$ cat src/rtl/lockreg_pkg.sv
package lockreg_pkg;
  localparam int unsigned NUM_SECTORS = 32;
  localparam int unsigned SEC_W       = $clog2(NUM_SECTORS);
  localparam int unsigned CNT_W       = 6;
  localparam int unsigned FRAME_BITS  = 40;
  localparam int unsigned CMD_BITS    = 8;
  localparam logic [7:0]  OP_WREN     = 8'h06;
  localparam logic [7:0]  OP_LOCKWR   = 8'hE5;

  // byte positions inside a lock-write frame
  typedef enum logic [2:0] {
    POS_OPCODE = 3'd0,
    POS_ADDR_H = 3'd1,
    POS_ADDR_M = 3'd2,
    POS_ADDR_L = 3'd3,
    POS_DATA   = 3'd4
  } byte_pos_e;
endpackage

$ cat src/rtl/spi_bit_rx.sv
module spi_bit_rx
  import lockreg_pkg::*;
#(
  parameter int unsigned CW = CNT_W
) (
  input  logic          clk,
  input  logic          rst_n,
  input  logic          cs_n,
  input  logic          sclk,
  input  logic          mosi,
  output logic          byte_stb,
  output logic [7:0]    byte_val,
  output logic [2:0]    byte_idx,
  output logic          frame_end,
  output logic [CW-1:0] bit_cnt
);
  localparam logic [CW-1:0] CNT_MAX = '1;

  logic       sclk_q, cs_q;
  logic [6:0] shift_q;
  logic       rise;

  assign rise      = sclk & ~sclk_q & ~cs_n;
  assign frame_end = cs_n & ~cs_q;
  assign byte_stb  = rise && (bit_cnt[2:0] == 3'd7);
  assign byte_val  = {shift_q, mosi};
  assign byte_idx  = bit_cnt[5:3];

  always_ff @(posedge clk or negedge rst_n) begin
    if (!rst_n) begin
      sclk_q  <= 1'b0;
      cs_q    <= 1'b1;
      shift_q <= '0;
      bit_cnt <= '0;
    end else begin
      sclk_q <= sclk;
      cs_q   <= cs_n;
      if (cs_n) begin
        bit_cnt <= '0;
        shift_q <= '0;
      end else if (rise) begin
        shift_q <= {shift_q[5:0], mosi};
        if (bit_cnt != CNT_MAX) bit_cnt <= bit_cnt + 1'b1;
      end
    end
  end


  cnt_clear_chk: assert property (@(posedge clk) disable iff (!rst_n)
    cs_n |=> (bit_cnt == '0));
endmodule

$ cat src/rtl/lockreg_decode.sv
module lockreg_decode
  import lockreg_pkg::*;
#(
  parameter int unsigned CW = CNT_W,
  parameter int unsigned SW = SEC_W
) (
  input  logic          clk,
  input  logic          rst_n,
  input  logic          byte_stb,
  input  logic [7:0]    byte_val,
  input  logic [2:0]    byte_idx,
  input  logic          frame_end,
  input  logic [CW-1:0] bit_cnt,
  input  logic          busy_in,
  output logic          wr_en,
  output logic [SW-1:0] wr_sector,
  output logic [1:0]    wr_bits,
  output logic          wel_q
);
  logic [7:0]    op_q;
  logic [SW-1:0] sec_q;
  logic [1:0]    dat_q;
  logic          wren_ok;

  assign wren_ok   = frame_end && (op_q == OP_WREN) && (bit_cnt == CW'(CMD_BITS));
  assign wr_en     = frame_end && (op_q == OP_LOCKWR) && (bit_cnt == CW'(FRAME_BITS))
                     && wel_q && !busy_in;
  assign wr_sector = sec_q;
  assign wr_bits   = dat_q;

  always_ff @(posedge clk or negedge rst_n) begin
    if (!rst_n) begin
      op_q  <= '0;
      sec_q <= '0;
      dat_q <= '0;
      wel_q <= 1'b0;
    end else begin
      if (byte_stb) begin
        unique case (byte_pos_e'(byte_idx))
          POS_OPCODE: op_q  <= byte_val;
          POS_ADDR_H: sec_q <= byte_val[SW-1:0];
          POS_DATA:   dat_q <= byte_val[1:0];
          default: ;
        endcase
      end
      if (wren_ok)    wel_q <= 1'b1;
      else if (wr_en) wel_q <= 1'b0;
    end
  end


  wel_set_chk: assert property (@(posedge clk) disable iff (!rst_n)
    (frame_end && op_q == OP_WREN && bit_cnt == CW'(CMD_BITS)) |=> wel_q);

  busy_keep_wel_chk: assert property (@(posedge clk) disable iff (!rst_n)
    (frame_end && busy_in && wel_q) |=> wel_q);
endmodule

$ cat src/rtl/lockreg_bank.sv
module lockreg_bank
  import lockreg_pkg::*;
#(
  parameter int unsigned NS = NUM_SECTORS,
  parameter int unsigned SW = SEC_W
) (
  input  logic          clk,
  input  logic          rst_n,
  input  logic          wr_en,
  input  logic [SW-1:0] wr_sector,
  input  logic [1:0]    wr_bits,
  input  logic [SW-1:0] rd_sector,
  output logic [7:0]    rd_lock
);
  logic [1:0] lk_q [NS];

  for (genvar g = 0; g < NS; g++) begin : g_sec
    always_ff @(posedge clk or negedge rst_n) begin
      if (!rst_n)
        lk_q[g] <= 2'b00;
      else if (wr_en && (wr_sector == SW'(g)) && !lk_q[g][1])
        lk_q[g] <= wr_bits;
    end


    lockdown_hold_chk: assert property (@(posedge clk) disable iff (!rst_n)
      lk_q[g][1] |=> $stable(lk_q[g]));
  end

  assign rd_lock = {6'b0, lk_q[rd_sector]};
endmodule

$ cat src/rtl/lockreg_spi_top.sv
module lockreg_spi_top
  import lockreg_pkg::*;
(
  input  logic             clk,
  input  logic             rst_n,
  input  logic             spi_cs_n,
  input  logic             spi_sclk,
  input  logic             spi_mosi,
  input  logic             busy_in,
  input  logic [SEC_W-1:0] rd_sector,
  output logic [7:0]       rd_lock,
  output logic             wel_o
);
  logic             byte_stb, frame_end, wr_en;
  logic [7:0]       byte_val;
  logic [2:0]       byte_idx;
  logic [CNT_W-1:0] bit_cnt;
  logic [SEC_W-1:0] wr_sector;
  logic [1:0]       wr_bits;

  spi_bit_rx #(.CW(CNT_W)) u_rx (
    .clk(clk), .rst_n(rst_n), .cs_n(spi_cs_n), .sclk(spi_sclk), .mosi(spi_mosi),
    .byte_stb(byte_stb), .byte_val(byte_val), .byte_idx(byte_idx),
    .frame_end(frame_end), .bit_cnt(bit_cnt)
  );

  lockreg_decode #(.CW(CNT_W), .SW(SEC_W)) u_dec (
    .clk(clk), .rst_n(rst_n), .byte_stb(byte_stb), .byte_val(byte_val),
    .byte_idx(byte_idx), .frame_end(frame_end), .bit_cnt(bit_cnt),
    .busy_in(busy_in), .wr_en(wr_en), .wr_sector(wr_sector),
    .wr_bits(wr_bits), .wel_q(wel_o)
  );

  lockreg_bank #(.NS(NUM_SECTORS), .SW(SEC_W)) u_bank (
    .clk(clk), .rst_n(rst_n), .wr_en(wr_en), .wr_sector(wr_sector),
    .wr_bits(wr_bits), .rd_sector(rd_sector), .rd_lock(rd_lock)
  );


  no_wr_without_wel_chk: assert property (@(posedge clk) disable iff (!rst_n)
    wr_en |-> wel_o);

  upper_zero_chk: assert property (@(posedge clk) disable iff (!rst_n)
    rd_lock[7:2] == 6'b0);

  busy_no_write_chk: assert property (@(posedge clk) disable iff (!rst_n)
    busy_in |-> !wr_en);
endmodule

$ cat config.mk
export PLATFORM = sky130hd
export DESIGN_NAME = lockreg_spi_top
export DESIGN_NICKNAME = d
export VERILOG_FILES = /design/src/rtl/lockreg_pkg.sv /design/src/rtl/spi_bit_rx.sv /design/src/rtl/lockreg_decode.sv /design/src/rtl/lockreg_bank.sv /design/src/rtl/lockreg_spi_top.sv
export SDC_FILE = /design/constraint.sdc
export NUM_CORES = 1
export LEC_CHECK = 0
export BUFFER_PORTS_ARGS = -buffer_cell sky130_fd_sc_hd__buf_2
export CAP_MARGIN = 20
export CORE_ASPECT_RATIO = 0.7
export CORE_MARGIN = 2
export CORE_UTILIZATION = 60
export CTS_CLUSTER_DIAMETER = 60
export DETAILED_ROUTE_END_ITERATION = 8
export HOLD_SLACK_MARGIN = 0.08
export PLACE_DENSITY = 0.75
export SYNTH_ARGS = -nofsm -noshare
export SYNTH_HDL_FRONTEND = slang
export SYNTH_SLANG_ARGS = --single-unit
$ cat constraint.sdc
create_clock -name clk -period 4.5 [get_ports clk]
set_input_delay 0.675 -clock clk [delete_from_list [all_inputs] [get_ports clk]]
set_output_delay 0.675 -clock clk [all_outputs]
set_load 0.1 [all_outputs]
==> Yosys cells after proc, flatten, opt, wreduce, memory -nomap -nowiden <==
Index checks and enable logic that the tools add are counted.
{ "word_totals": {"input_bits": 11, "output_inout_bits": 9, "regBits": 95, "wordCells": 211} }
{ "classes": {"add_sub_neg": 1, "magnitude_cmp": 1, "eq_ne": 39, "muxes": 10, "bitwise": 7, "n_reduce_logical": 113} }
{ "op_table": {"columns": ["cell", "count"], "rows": [
  ["== test 5 bit, second input constant", 16],
  ["logical AND 1 bit", 71],
  ["== test 5 x 4 -> 1 bit, second input constant", 8],
  ["logical NOT 1 bit", 33],
  ["== test 5 x 3 -> 1 bit, second input constant", 4],
  ["two-way mux 6 bit", 3],
  ["two-way mux 7 bit", 2],
  ["binary-select mux 2 bit (select 5 bit)", 1],
  ["== test 5 x 2 -> 1 bit, second input constant", 2],
  ["== test 8 x 3 -> 1 bit, second input constant", 1],
  ["== test 8 bit, second input constant", 1],
  ["AND reduction 2 bit", 4],
  ["adder 6 x 1 -> 6 bit, second input constant", 1],
  ["== test 3 bit, second input constant", 2],
  ["== test 6 x 4 -> 1 bit, second input constant", 1],
  ["== test 6 bit, second input constant", 1],
  [">= comparator 6 bit, second input constant", 1],
  ["inequality test 6 bit, second input constant", 1],
  ["NOT 5 -> 6 bit", 1],
  ["nonzero test 2 bit", 3],
  ["== test 5 x 1 -> 1 bit, second input constant", 1],
  ["logical NOT 5 bit", 1],
  ["two-way mux 2 bit", 2],
  ["bitwise AND 1 bit", 3],
  ["other kinds (4)", 7]
]} }

==> Depth between registers and ports, before layout <==
{ "depth": {"depth_word": 8, "depth_mapped": 8, "depth_no_buf": 6} }

==> Modules after synthesis <==
From an unflattened synthesis, not the netlist that was laid out.
{ "unflattened": {"hier_cells": 403, "hier_area_um2": 4725.8} }
{ "modules_own_cells": {"columns": ["mod", "seq_area_each_um2", "n_inst", "cells_each", "area_each_um2"], "rows": [
  ["lockreg_bank", 1601.5, 1, 281, 3243.1],
  ["spi_bit_rx", 376.6, 1, 78, 789.5],
  ["lockreg_decode", 400.4, 1, 44, 693.2]
]} }

==> Worst setup path after synthesis <==
OpenSTA, ideal clock, no wires.
{ "synth_timing": {"path_type": "in2out", "start": "input port rd_sector[1]", "end": "output port rd_lock[0]", "n_path_buf": 2, "path_slack_ns": -1.365, "stages": 6, "required_time_ns": 3.825, "arrival_ns": 5.190, "cell_sequence": "clkbuf_1 buf_1 mux2i_1 a22oi_1 nand2_1 o311ai_0"} }
{ "synth_via": {"elab_chain_len": 4} }
{ "synth_lines": {"columns": ["item", "line_no", "source"], "rows": [
  ["start: declaration", "lockreg_spi_top.sv:10", "input logic [SEC_W-1:0] rd_sector,"],
  ["NOT 5 -> 6 bit (not written as such)", "lockreg_bank.sv:30", "assign rd_lock = {6'b0, lk_q[rd_sector]};"],
  ["binary-select mux 2 bit (select 5 bit)", "lockreg_bank.sv:30", null],
  ["two-way mux 2 bit (not written as such) (2 in a row)", "lockreg_bank.sv:30", null],
  ["end: declaration", "lockreg_spi_top.sv:11", "output logic [7:0] rd_lock,"]
]} }
No other way between the ends. The select of a mux whose other input is x is not followed.

==> Worst setup path after layout <==
Same ends and word-level chain as after synthesis.

==> flow_summary.ini <==
[grt]
grt_pass1_vias = 3314
grt_pass1_wl_um = 17500
grt_max_degree = 70
grt.total_usage = 0.275
antenna_found_initial = 0
grt_overflow = 0

[final_layout]
finalNetCount = 426
drive_gt1_frac = 0.204
fin_cells = 515
seqCellArea_mm2 = 0.00238
fillers = 544
syn_to_final_growth_pct = 7.41
fin_area_mm2 = 0.00499
antenna_cells = 0
multiInputGateArea_mm2 = 0.00215

[clock_network]
cts_tree = yes
cts_resized = 0
cts_sinks = 95
cts_root_buf = clkbuf_8
htree_levels = 3
clk_pin_slew_worst_paths_ps = 80
clk_latency_ps = 360
clockBufferDepth = 2
cts_inserted_buffers = 9
postCtsSetupBuffers = 0
hold_buffers = 0

[yosys]
synth-seq-cells = 95
synth_area_mm2 = 0.00465
yosys_warnings = 0
synth_cells = 411
yosysTopAreaCell = dfrtp_1
async_flop_share = 1.00
synth_flop_cell = dfrtp_1
yosysSeqAreaShare = 0.512
yosysMostFrequentCell = dfrtp_1
synthDistinctLibCells = 41
synth_area_leaders = dfrtp_1 51%, mux2_2 9.2%, mux2i_1 7.1%
synth_common_cells = 94 x dfrtp_1, 38 x mux2_2, 34 x nand2_1
avgSynthCellArea_um2 = 11.3
synth_edf_count = 0
synthDominantCellAreaShare = 0.506

[critical_path]
reg2reg_slack_ps = 1580
critPathLaunch = rd_sector[1]
r2r_cells = 6
required_ps = 3830
arrival_ps = 2770
cp-start-kind = input port
worstSetupEndpoint = rd_lock[0]
worstPathMaxFanout = 24
crit_path_end_kind = output pin
timing.rr.start = u_rx.bit_cnt[4]$_DFFE_PN0P_
reg2reg_to = u_bank.lk_q[14]$_DFFE_PN0P_
crit_type = in2out

[floorplanning]
die_w_um = 109
die-area_mm2 = 0.00847
ioPinCount = 20
core_mm2 = 0.00738
die_h_um = 77.6
start_util = 0.629
row_count = 26

[power]
ir_worst_vdd_mv = 0.240
cellLeakagePower_nw = 2.26
intPower_w = 0.00126
seqPwrFrac = 0.523
power.density_mw_per_mm2 = 328
clkPwrFrac = 0.408
swShare = 0.228
p_switching_w = 0.000374
combinationalPowerShare = 0.069
p_total_w = 0.00164

[timing]
setup_violations = 0
hold_viol = 0
fmax_mhz = 290
tightestPinTransition_ps = 1030
tns_ps = 0
period_share = 0.767
maxSlewViolCount = 0
finClkSkew_ps = 10.0
rsz0062_at_grt = no
finalWorstPathRequiredPeriod_ps = 3450
slew_headroom = 0.317
holdWs_ps = 417

[routing]
via_per_inst = 6.42
vias = 3304
dr.pass1.iters = 5
finalWirelength_um = 10500
drtAntennaViolNets = 0
drt_iter0_markers = 288
wl_per_cell_um = 20.4
drc_errors = 0

[job]
drv_cap = 0

[place]
place_area_mm2 = 0.00475
dp.cells = 499
io_buffers = 13
dp_hpwl_um = 7210
gp_congestion = 0.872

[run_status]
status = complete, no violations

[hold_path]
min_path_type = in2async
## routing by layer
layer,vias up,track usage,part of all wire
met3,16,0.0731,0.067
li1,1487,-,-
met1,1686,0.432,0.49
met5,-,0,0
met4,0,0.100,0.014
met2,115,0.362,0.43
## cells in the final DEF, fill, tap and decap left out, types with 2 or more instances in the layout
cell       instances
nand3_1            5
o311ai_2           2
conb_1             6
nor2b_1            5
bufinv_16          3
o21ai_0            4
a22oi_1           15
or3_1              2
clkbuf_1           3
nand4b_1           5
mux2_2            38
mux2i_1           33
buf_2             12
and4b_1            2
nand2b_1           8
buf_4              4
a21oi_1           11
o21bai_1          33
ha_1               3
nor3_1             4
nor4_1            32
or4_1              2
nor2_1            11
nand2_1           34
dfrtp_1           94
or2_2             11
a31oi_1            2
clkbuf_8          10
mux2_1             8
inv_1              3
## metrics by stage
stage | worst slack [ps] | utilization
after global placement | 1170 | 0.643
final | 1050 | 0.676
after CTS | 1090 | 0.676
after floorplan | 741 | -
after detailed placement | 1100 | 0.643
after global routing | 894 | 0.676
## worst min-delay path by stage
stage,from,end,slack [ps],cells after the start
final,rst_n,u_bank.lk_q[34]$_DFFE_PN0P_,420,1
after global routing,spi_sclk,u_rx.sclk_q$_DFF_PN0_,430,1
after floorplan,rst_n,u_bank.lk_q[0]$_DFFE_PN0P_,380,0
after detailed placement,u_bank.lk_q[44]$_DFFE_PN0P_,u_bank.lk_q[44]$_DFFE_PN0P_,480,1
after CTS,spi_sclk,u_rx.sclk_q$_DFF_PN0_,430,1
after global placement,u_bank.lk_q[52]$_DFFE_PN0P_,u_bank.lk_q[52]$_DFFE_PN0P_,480,1
## worst max-delay path: stages
cell and delay (ps):
buf_2 560, buf_4 330, mux2i_1 220, a22oi_1 100, and4b_1 240, a31oi_1 190
o311ai_2 130, buf_2 310
## cell families after synthesis
logic type	count (synthesis)	synth area share
AO/OA/AOI/OAI	68	0.102
adder cells (fa/ha/maj)	3	0.00808
buffers and inverters	34	0.0329
AND/OR/NAND/NOR	129	0.156
flip-flops	95	0.512
other	1	0.000807
multiplexers	80	0.186
XOR/XNOR	1	0.00189
## power groups by stage
stage | sequential (W) | combinational [W] | clock (W)
after global placement | 0.000875 | 0.000111 | 0
after CTS | 0.000858 | 0.000113 | 0.000677
after detailed placement | 0.000875 | 0.000113 | 0
final | 0.000858 | 0.000113 | 0.000668
after global routing | 0.000858 | 0.000122 | 0.000712
after floorplan | 0.000874 | 0.0000799 | 0
## cell type report
type / instances / area share
clock buffer: 13 / 0.0298
clock inverter: 3 / 0.0181
inverter: 3 / 0.00226
multi-input combinational: 287 / 0.431
sequential: 95 / 0.477
tap: 98 / 0.0246
timing repair buffer: 16 / 0.0181
## sequential cells by signal, indices dropped and copies added (netlist names)
| register | cells |
|---|---|
| u_dec.wel_q | 1 |
| u_bank.lk_q | 64 |
| u_rx.sclk_q | 1 |
| u_dec.wr_sector | 5 |
| u_rx.shift_q | 7 |
| u_rx.bit_cnt | 6 |
| u_rx.cs_q | 1 |
| u_dec.wr_bits | 2 |
| u_dec.op_q | 8 |
Note: power is estimated with default switching activity, not from simulation.
